### config.mk
export PLATFORM = sky130hd
export DESIGN_NAME = alu_core
export DESIGN_NICKNAME = d
export VERILOG_FILES = /design/src/rtl/alu_pkg.sv /design/src/rtl/alu_adder.sv /design/src/rtl/alu_logic.sv /design/src/rtl/alu_flags.sv /design/src/rtl/alu_core.sv
export SDC_FILE = /design/constraint.sdc
export NUM_CORES = 1
export LEC_CHECK = 0
export ABC_AREA = 0
export BUFFER_PORTS_ARGS = -buffer_cell sky130_fd_sc_hd__buf_2
export CAP_MARGIN = 5
export CORE_UTILIZATION = 46
export DETAILED_ROUTE_END_ITERATION = 7
export PLACE_DENSITY = 0.81
export SLEW_MARGIN = 15
export SYNTH_ARGS = -nofsm -noshare
export SYNTH_HDL_FRONTEND = slang
export SYNTH_SLANG_ARGS = --single-unit
### constraint.sdc
create_clock -name vclk -period 15
set_clock_uncertainty 0.2 [all_clocks]
set_input_delay 0.75 -clock vclk [all_inputs]
set_output_delay 0.75 -clock vclk [all_outputs]
set_load 0.1 [all_outputs]
### src/rtl/alu_pkg.sv
package alu_pkg;
  localparam int OP_W = 4;

  localparam logic [OP_W-1:0] OP_AND = 4'b0000;
  localparam logic [OP_W-1:0] OP_OR  = 4'b0001;
  localparam logic [OP_W-1:0] OP_ADD = 4'b0010;
  localparam logic [OP_W-1:0] OP_SUB = 4'b0110;
  localparam logic [OP_W-1:0] OP_SLT = 4'b0111;
  localparam logic [OP_W-1:0] OP_NOR = 4'b1100;
endpackage

### src/rtl/alu_adder.sv
module alu_adder #(
  parameter int WIDTH = 32
) (
  input  logic [WIDTH-1:0] a_i,
  input  logic [WIDTH-1:0] b_i,
  input  logic             sub_i,
  output logic [WIDTH-1:0] sum_o,
  output logic             carry_msb_o,
  output logic             carry_out_o
);
  logic [WIDTH-1:0] b_eff;

  assign b_eff = sub_i ? ~b_i : b_i;

  // ripple chain, one full-adder cell per bit
  always_comb begin
    logic c;
    c           = sub_i;
    carry_msb_o = 1'b0;
    sum_o       = '0;
    for (int i = 0; i < WIDTH; i++) begin
      if (i == WIDTH - 1) carry_msb_o = c;
      sum_o[i] = a_i[i] ^ b_eff[i] ^ c;
      c        = (a_i[i] & b_eff[i]) | (a_i[i] & c) | (b_eff[i] & c);
    end
    carry_out_o = c;
  end

  always_comb begin
    AST_CHAIN_SUM: assert (sum_o == a_i + b_eff + {{(WIDTH-1){1'b0}}, sub_i});
  end
endmodule

### src/rtl/alu_logic.sv
module alu_logic
  import alu_pkg::*;
#(
  parameter int WIDTH = 32
) (
  input  logic [WIDTH-1:0] a_i,
  input  logic [WIDTH-1:0] b_i,
  input  logic [OP_W-1:0]  op_i,
  output logic [WIDTH-1:0] res_o
);
  always_comb begin
    unique case (op_i)
      OP_AND:  res_o = a_i & b_i;
      OP_OR:   res_o = a_i | b_i;
      OP_NOR:  res_o = ~(a_i | b_i);
      default: res_o = '0;
    endcase
  end
endmodule

### src/rtl/alu_flags.sv
module alu_flags #(
  parameter int WIDTH = 32
) (
  input  logic [WIDTH-1:0] result_i,
  input  logic             carry_msb_i,
  input  logic             carry_out_i,
  input  logic             arith_i,
  input  logic             unsigned_i,
  output logic             zero_o,
  output logic             overflow_o
);
  assign zero_o     = ~|result_i;
  assign overflow_o = arith_i & ~unsigned_i & (carry_msb_i ^ carry_out_i);

  always_comb begin
    AST_ZERO_MATCH: assert (zero_o == (result_i == '0));
  end
endmodule

### src/rtl/alu_core.sv
module alu_core
  import alu_pkg::*;
#(
  parameter int WIDTH = 32
) (
  input  logic [WIDTH-1:0] a_i,
  input  logic [WIDTH-1:0] b_i,
  input  logic [OP_W-1:0]  op_i,
  input  logic             unsigned_i,
  output logic [WIDTH-1:0] result_o,
  output logic             zero_o,
  output logic             overflow_o
);
  logic             use_sub;
  logic             arith;
  logic             logic_op;
  logic [WIDTH-1:0] sum;
  logic             carry_msb;
  logic             carry_out;
  logic [WIDTH-1:0] logic_res;

  assign use_sub  = (op_i == OP_SUB) || (op_i == OP_SLT);
  assign arith    = (op_i == OP_ADD) || (op_i == OP_SUB);
  assign logic_op = (op_i == OP_AND) || (op_i == OP_OR) || (op_i == OP_NOR);

  alu_adder #(.WIDTH(WIDTH)) u_adder (
    .a_i         (a_i),
    .b_i         (b_i),
    .sub_i       (use_sub),
    .sum_o       (sum),
    .carry_msb_o (carry_msb),
    .carry_out_o (carry_out)
  );

  alu_logic #(.WIDTH(WIDTH)) u_logic (
    .a_i   (a_i),
    .b_i   (b_i),
    .op_i  (op_i),
    .res_o (logic_res)
  );

  always_comb begin
    if (arith)               result_o = sum;
    else if (op_i == OP_SLT) result_o = {{(WIDTH-1){1'b0}}, sum[WIDTH-1]};
    else                     result_o = logic_res;
  end

  alu_flags #(.WIDTH(WIDTH)) u_flags (
    .result_i    (result_o),
    .carry_msb_i (carry_msb),
    .carry_out_i (carry_out),
    .arith_i     (arith),
    .unsigned_i  (unsigned_i),
    .zero_o      (zero_o),
    .overflow_o  (overflow_o)
  );

  always_comb begin
    AST_UNSIGNED_NO_OVF: assert (!(unsigned_i && overflow_o));
    AST_LOGIC_NO_OVF: assert (!((logic_op || op_i == OP_SLT) && overflow_o));
    AST_SLT_UPPER_ZERO: assert (op_i != OP_SLT || result_o[WIDTH-1:1] == '0);
    AST_ILLEGAL_ZERO: assert (arith || logic_op || op_i == OP_SLT
                              || (result_o == '0 && zero_o && !overflow_o));
  end
endmodule

-- Word level (Yosys, flattened, before mapping)
Cells that the tools add are included.
- eq/ne operators: 5
- multiplexer cells: 4
- bitwise operators: 232
- reduce and logical (&&, ||, !) cells: 5
- operator list (kind ; number):
    bitwise AND 1 bit ; 98
    2-to-1 mux 32 bit ; 3
    case mux 32 bit (3 select lines) ; 1
    bitwise XOR 1 bit ; 65
    NOT 32 bit ; 2
    bitwise OR 1 bit ; 64
    bitwise AND 32 bit ; 1
    bitwise OR 32 bit ; 1
    OR reduction 32 bit ; 1
    == test 4 x 3 -> 1 bit (second input constant) ; 2
    == test 4 x 1 -> 1 bit (second input constant) ; 1
    == test 4 x 2 -> 1 bit (second input constant) ; 1
    == test 4 bit (second input constant) ; 1
    logical NOT 4 bit ; 1
    logical OR 1 bit ; 2
    logical NOT 1 bit ; 1
    NOT 1 bit ; 1
- bits in registers: 0
- input port bits: 69
- output and inout bits: 34
- logic and storage cells: 246

-- Depth between registers and ports, before layout
- word-level depth: 101
- mapped depth: 45
- mapped depth without buffers: 41

-- Modules after synthesis
From an unflattened synthesis, not the netlist that was laid out.
- cell total of the unflattened synthesis: 303
- area total of the unflattened synthesis: 2633.8 sq um
- modules (own cells, without submodules) (module ; instances ; cells each ; area an instance (sq um) ; seq. area each (sq um)):
    alu_adder ; 1 ; 129 ; 1198.6 ; 0.0
    alu_logic ; 1 ; 113 ; 939.7 ; 0.0
    alu_core ; 1 ; 48 ; 406.6 ; 0.0
    alu_flags ; 1 ; 13 ; 88.8 ; 0.0

-- Worst setup path after synthesis
OpenSTA, ideal clock, no wires.
- path kind: input to output
- from: in op_i[2]
- to: out zero_o
- arrival time: 16.503 ns
- data required time: 14.050 ns
- path slack: -2.453 ns
- stages: 40
- buffers on the path: 4
- path through: buf_2 > clkbuf_1 > nand3b_1 > clkbuf_1 > buf_1 > xnor2_1 > fa_1 > fa_1 > inv_1 > fa_1 > fa_1 > fa_1 > fa_1 > fa_1 > fa_1 > fa_1 > fa_1 > fa_1 > [4 not listed] > fa_1 > fa_1 > fa_1 > fa_1 > fa_1 > fa_1 > fa_1 > fa_1 > fa_1 > fa_1 > fa_1 > fa_1 > fa_1 > fa_1 > fa_1 > o221ai_1 > nor4_1 > and4_1
- elaborated cells on any way between the ends: 233
- those cells by class: eq/ne: 5; mux: 4; bitwise: 219; reduce/logical: 5
- RTL lines (what ; RTL line ; source):
    start: declaration ; alu_core.sv:8 ; input logic [OP_W-1:0] op_i,
    == test 4 x 3 -> 1 bit, on equally long branches ; alu_core.sv:22, alu_core.sv:23, alu_core.sv:44 ;
    logical OR 1 bit ; alu_core.sv:22 ; assign use_sub = (op_i == OP_SUB) || (op_i == OP_SLT);
    2-to-1 mux 32 bit ; alu_adder.sv:13 ; assign b_eff = sub_i ? ~b_i : b_i;
    bitwise AND 1 bit ; alu_adder.sv:24 ; c = (a_i[i] & b_eff[i]) | (a_i[i] & c) | (b_eff[i] & c);
    bitwise OR 1 bit (2 in series) ; alu_adder.sv:24 ;
    bitwise AND 1 bit ; alu_adder.sv:24 ;
    bitwise OR 1 bit (2 in series) ; alu_adder.sv:24 ;
    bitwise AND 1 bit ; alu_adder.sv:24 ;
    [78 not listed] ; -- ;
    bitwise OR 1 bit (2 in series) ; alu_adder.sv:24 ;
    bitwise AND 1 bit ; alu_adder.sv:24 ;
    bitwise OR 1 bit (2 in series) ; alu_adder.sv:24 ;
    bitwise XOR 1 bit ; alu_adder.sv:23 ; sum_o[i] = a_i[i] ^ b_eff[i] ^ c;
    2-to-1 mux 32 bit (*) ; alu_core.sv:43 ; if (arith) result_o = sum;
    net result_o[30] ; alu_core.sv:10 ; output logic [WIDTH-1:0] result_o,
    OR reduction 32 bit (*) ; alu_flags.sv:12 ; assign zero_o = ~|result_i;
    logical NOT 1 bit (*) ; alu_flags.sv:12 ;
    end: declaration ; alu_core.sv:11 ; output logic zero_o,
The timed path passes the listed nets; every way through them passes the cells marked *.

-- Final worst setup path
- from: in op_i[3]
- to: out zero_o
- word-level cells in the longest chain between the ends: 101
- elaborated cells on any way between the ends: 233
- those cells by class: eq/ne: 5; mux: 4; bitwise: 219; reduce/logical: 5
- ends and longest elaborated chain (what ; RTL line ; source):
    == test 4 x 3 -> 1 bit, on equally long branches ; alu_core.sv:22, alu_core.sv:23, alu_core.sv:44 ;
    logical OR 1 bit ; alu_core.sv:22 ;
    2-to-1 mux 32 bit ; alu_adder.sv:13 ;
    bitwise AND 1 bit ; alu_adder.sv:24 ;
    bitwise OR 1 bit (2 in series) ; alu_adder.sv:24 ;
    bitwise AND 1 bit ; alu_adder.sv:24 ;
    bitwise OR 1 bit (2 in series) ; alu_adder.sv:24 ;
    bitwise AND 1 bit ; alu_adder.sv:24 ;
    [81 not listed] ; -- ;
    bitwise OR 1 bit (2 in series) ; alu_adder.sv:24 ;
    bitwise AND 1 bit ; alu_adder.sv:24 ;
    bitwise OR 1 bit (2 in series) ; alu_adder.sv:24 ;
    bitwise XOR 1 bit ; alu_adder.sv:23 ;
    2-to-1 mux 32 bit ; alu_core.sv:44 ; else if (op_i == OP_SLT) result_o = {{(WIDTH-1){1'b0}}, sum[WIDTH-1]};
    2-to-1 mux 32 bit (*) ; alu_core.sv:43 ;
    OR reduction 32 bit (*) ; alu_flags.sv:12 ;
    logical NOT 1 bit (*) ; alu_flags.sv:12 ;
Every way passes the cells marked *; elsewhere a longest branch is shown, timed or not.

==> results.ini <==
[cells_and_area]
fill_cells=435
final-instance-count-excl-fill=460
final_area_um2=3140
drive_above_1_share=0.412
sequential_cell_total=0
area_growth_pct=33.4
diodes=0
number_of_clock_tree_buffers_in_the_layout=0
nets=497
seqCellArea_um2=0

[pwr]
powerDensity_nw_per_um2=55.1
power.share.sequential=0
clock_power_share=0
internal_power_mw=0.0557
power.share.switching=0.678
static_leakage_nw=1.48
vdd.ir_drop.worst_mv=0.0327
p_sw_mw=0.117
comb_power_share=1.000

[synth]
synthesis.instances=296
ys_seq_area_frac=0
yosys.cell_types.count=47
synth.avg_cell_area_um2=7.94
netlist_area_um2=2350
synth_warnings=0
synthDominantCellAreaShare=0.264
syn-num-nets=398
yosysMostFrequentCell=inv_1
synth.top_cells.by_area=fa_1, xor2_1, inv_1, maj3_1, nor2_1
synth_top_area_cell=fa_1
synth.top_cells.by_count=inv_1, fa_1, nor2_1

[timing]
finalCriticalPeriod_ns=15.13
setup_violations=1
rsz0062_at_grt=true
timing.final.hold_violations=0
max-slew-margin-rel=0.336
post-route-worst-setup-slack_ns=-0.129
fmax_mhz=66.1
finalCritPeriodShare=1.01
finalMaxSlewViolations=0
timing_worst_slew_pin_value_ns=0.993
tns_ns=-0.129

[routing]
via_count=2683
detail-route-antenna-nets=0
first_iter_violations=128
routed_via_density=5.83
drcViolationCount=0
detail_route.first_pass.iterations=6
wl_um=7530
detail_routed_net_length_per_standard_cell_um=16.4

[place]
dpl_worst_slack_ns=-0.325
finalWeightedCongestion=0.921
placedInstanceArea_um2=3070
dp_wirelength_um=6010
placement.io_buffers=103
dpl.cell_count=458

[worst_setup_path]
worst-path-max-fanout=3
timing.critical_path.arrival_ns=14.18
worst-endpoint-required_ns=14.05
critical_path.most_common_cell=fa_2
critical_path.endpoint_type=primary output
critPathCapture=zero_o
critical_path_class=input port to primary output
setup.worst_path.start_class=input port
timing.critical_path.slowest_cell_delay_ns=0.46
timing.critical_path.from=op_i[3]
crit_path_top_delay_cell=a222oi_1

[grt]
global_route.overflow_total=0
first_global_vias=2501
grt_start_max_net_pins=32
grt_resource_usage_total=0.282
grt_pass1_wl_um=11700
grt_antenna_before_repair=0

[die]
floorplan.die.width_um=73.5
die-height_um=73.5
initial_utilization=0.488
core.rowCount=25
fp.dieArea_um2=5400
fp.coreArea_um2=4820
io_pins=103

[min_path]
hold_path.class=input port to primary output
min_from=unsigned_i

[outcome]
outcome=complete, but fails checks
violations=negative setup slack

[run]
drv.max_cap_violation_count=0

worst min-delay path by stage:
| stage | depth (start not counted) | to | slack, ns |
|---|---|---|---|
| after global routing | 3 | overflow_o | 1.62 |
| after floorplan | 1 | overflow_o | 1.48 |
| final | 3 | overflow_o | 1.59 |
| after global placement | 3 | overflow_o | 1.59 |
| after detailed placement | 3 | overflow_o | 1.59 |
| after CTS | 3 | overflow_o | 1.59 |
repair_timing:
action                                  CTS  global route
endpoints found under the setup margin    1             3
hold buffers                              0             0
resized for setup                         8             9
endpoints found under the hold margin     0             0
pin swaps                                 6             6
setup buffers                             4             2
power by group through the flow:
stage,clock network [mW],logic (mW),registers [mW]
final,0,0.173,0
after global routing,0,0.186,0
after CTS,0,0.170,0
after detailed placement,0,0.166,0
after global placement,0,0.165,0
after floorplan,0,0.124,0
layer usage:
layer  part of all wire  track usage  up-vias
met2               0.49        0.487      138
met1               0.42        0.376     1299
met5                  0            0        -
li1                   -            -     1234
met3              0.066       0.0233       12
met4              0.022       0.0812        0
metrics by stage:
step	power [mW]	hold WS [ns]	util
finish	0.173	1.59	0.651
global route	0.186	1.62	0.651
CTS	0.170	1.59	0.648
detailed placement	0.166	1.59	0.637
global placement	0.165	1.59	0.637
floorplan	0.124	1.48	-
cells in the final DEF (no fill, tap or decap), drive strengths merged, types with 5 or more instances in the layout:
cell    instances
buf           115
inv            47
fa             31
nor2           30
xor2           29
o21ai          20
maj3           18
o211ai          9
nor4bb          9
nor3            9
nand2           8
a222oi          7
a221o           6
nand4           5
and3            5
cell type report:
type               count  area, um^2  share of cell area
repair buffers       115         678               0.216
multi-input cells    231        2200               0.701
inverters             47         176              0.0563
well taps             67        83.8              0.0267
critical path: cells and delay by family:
kind / cells / cell delay, ns
AND/OR/NAND/NOR: 4 / 0.95
adder cells (fa/ha/maj): 31 / 11.38
buffers and inverters: 4 / 0.37
AO/OA/AOI/OAI: 2 / 0.69
kinds of logic (layout without fill, tap and decap cells):
kind of cell | after synthesis | in the layout | synth area share
and+or+nand+nor | 89 | 89 | 0.227
buffers and inverters | 65 | 162 | 0.115
AOI/OAI and AO/OA | 56 | 56 | 0.174
adders and majority gates | 51 | 51 | 0.352
xor gates and xnor gates | 32 | 32 | 0.119
muxes | 3 | 3 | 0.0128
Note: power is estimated with default switching activity, not from simulation.
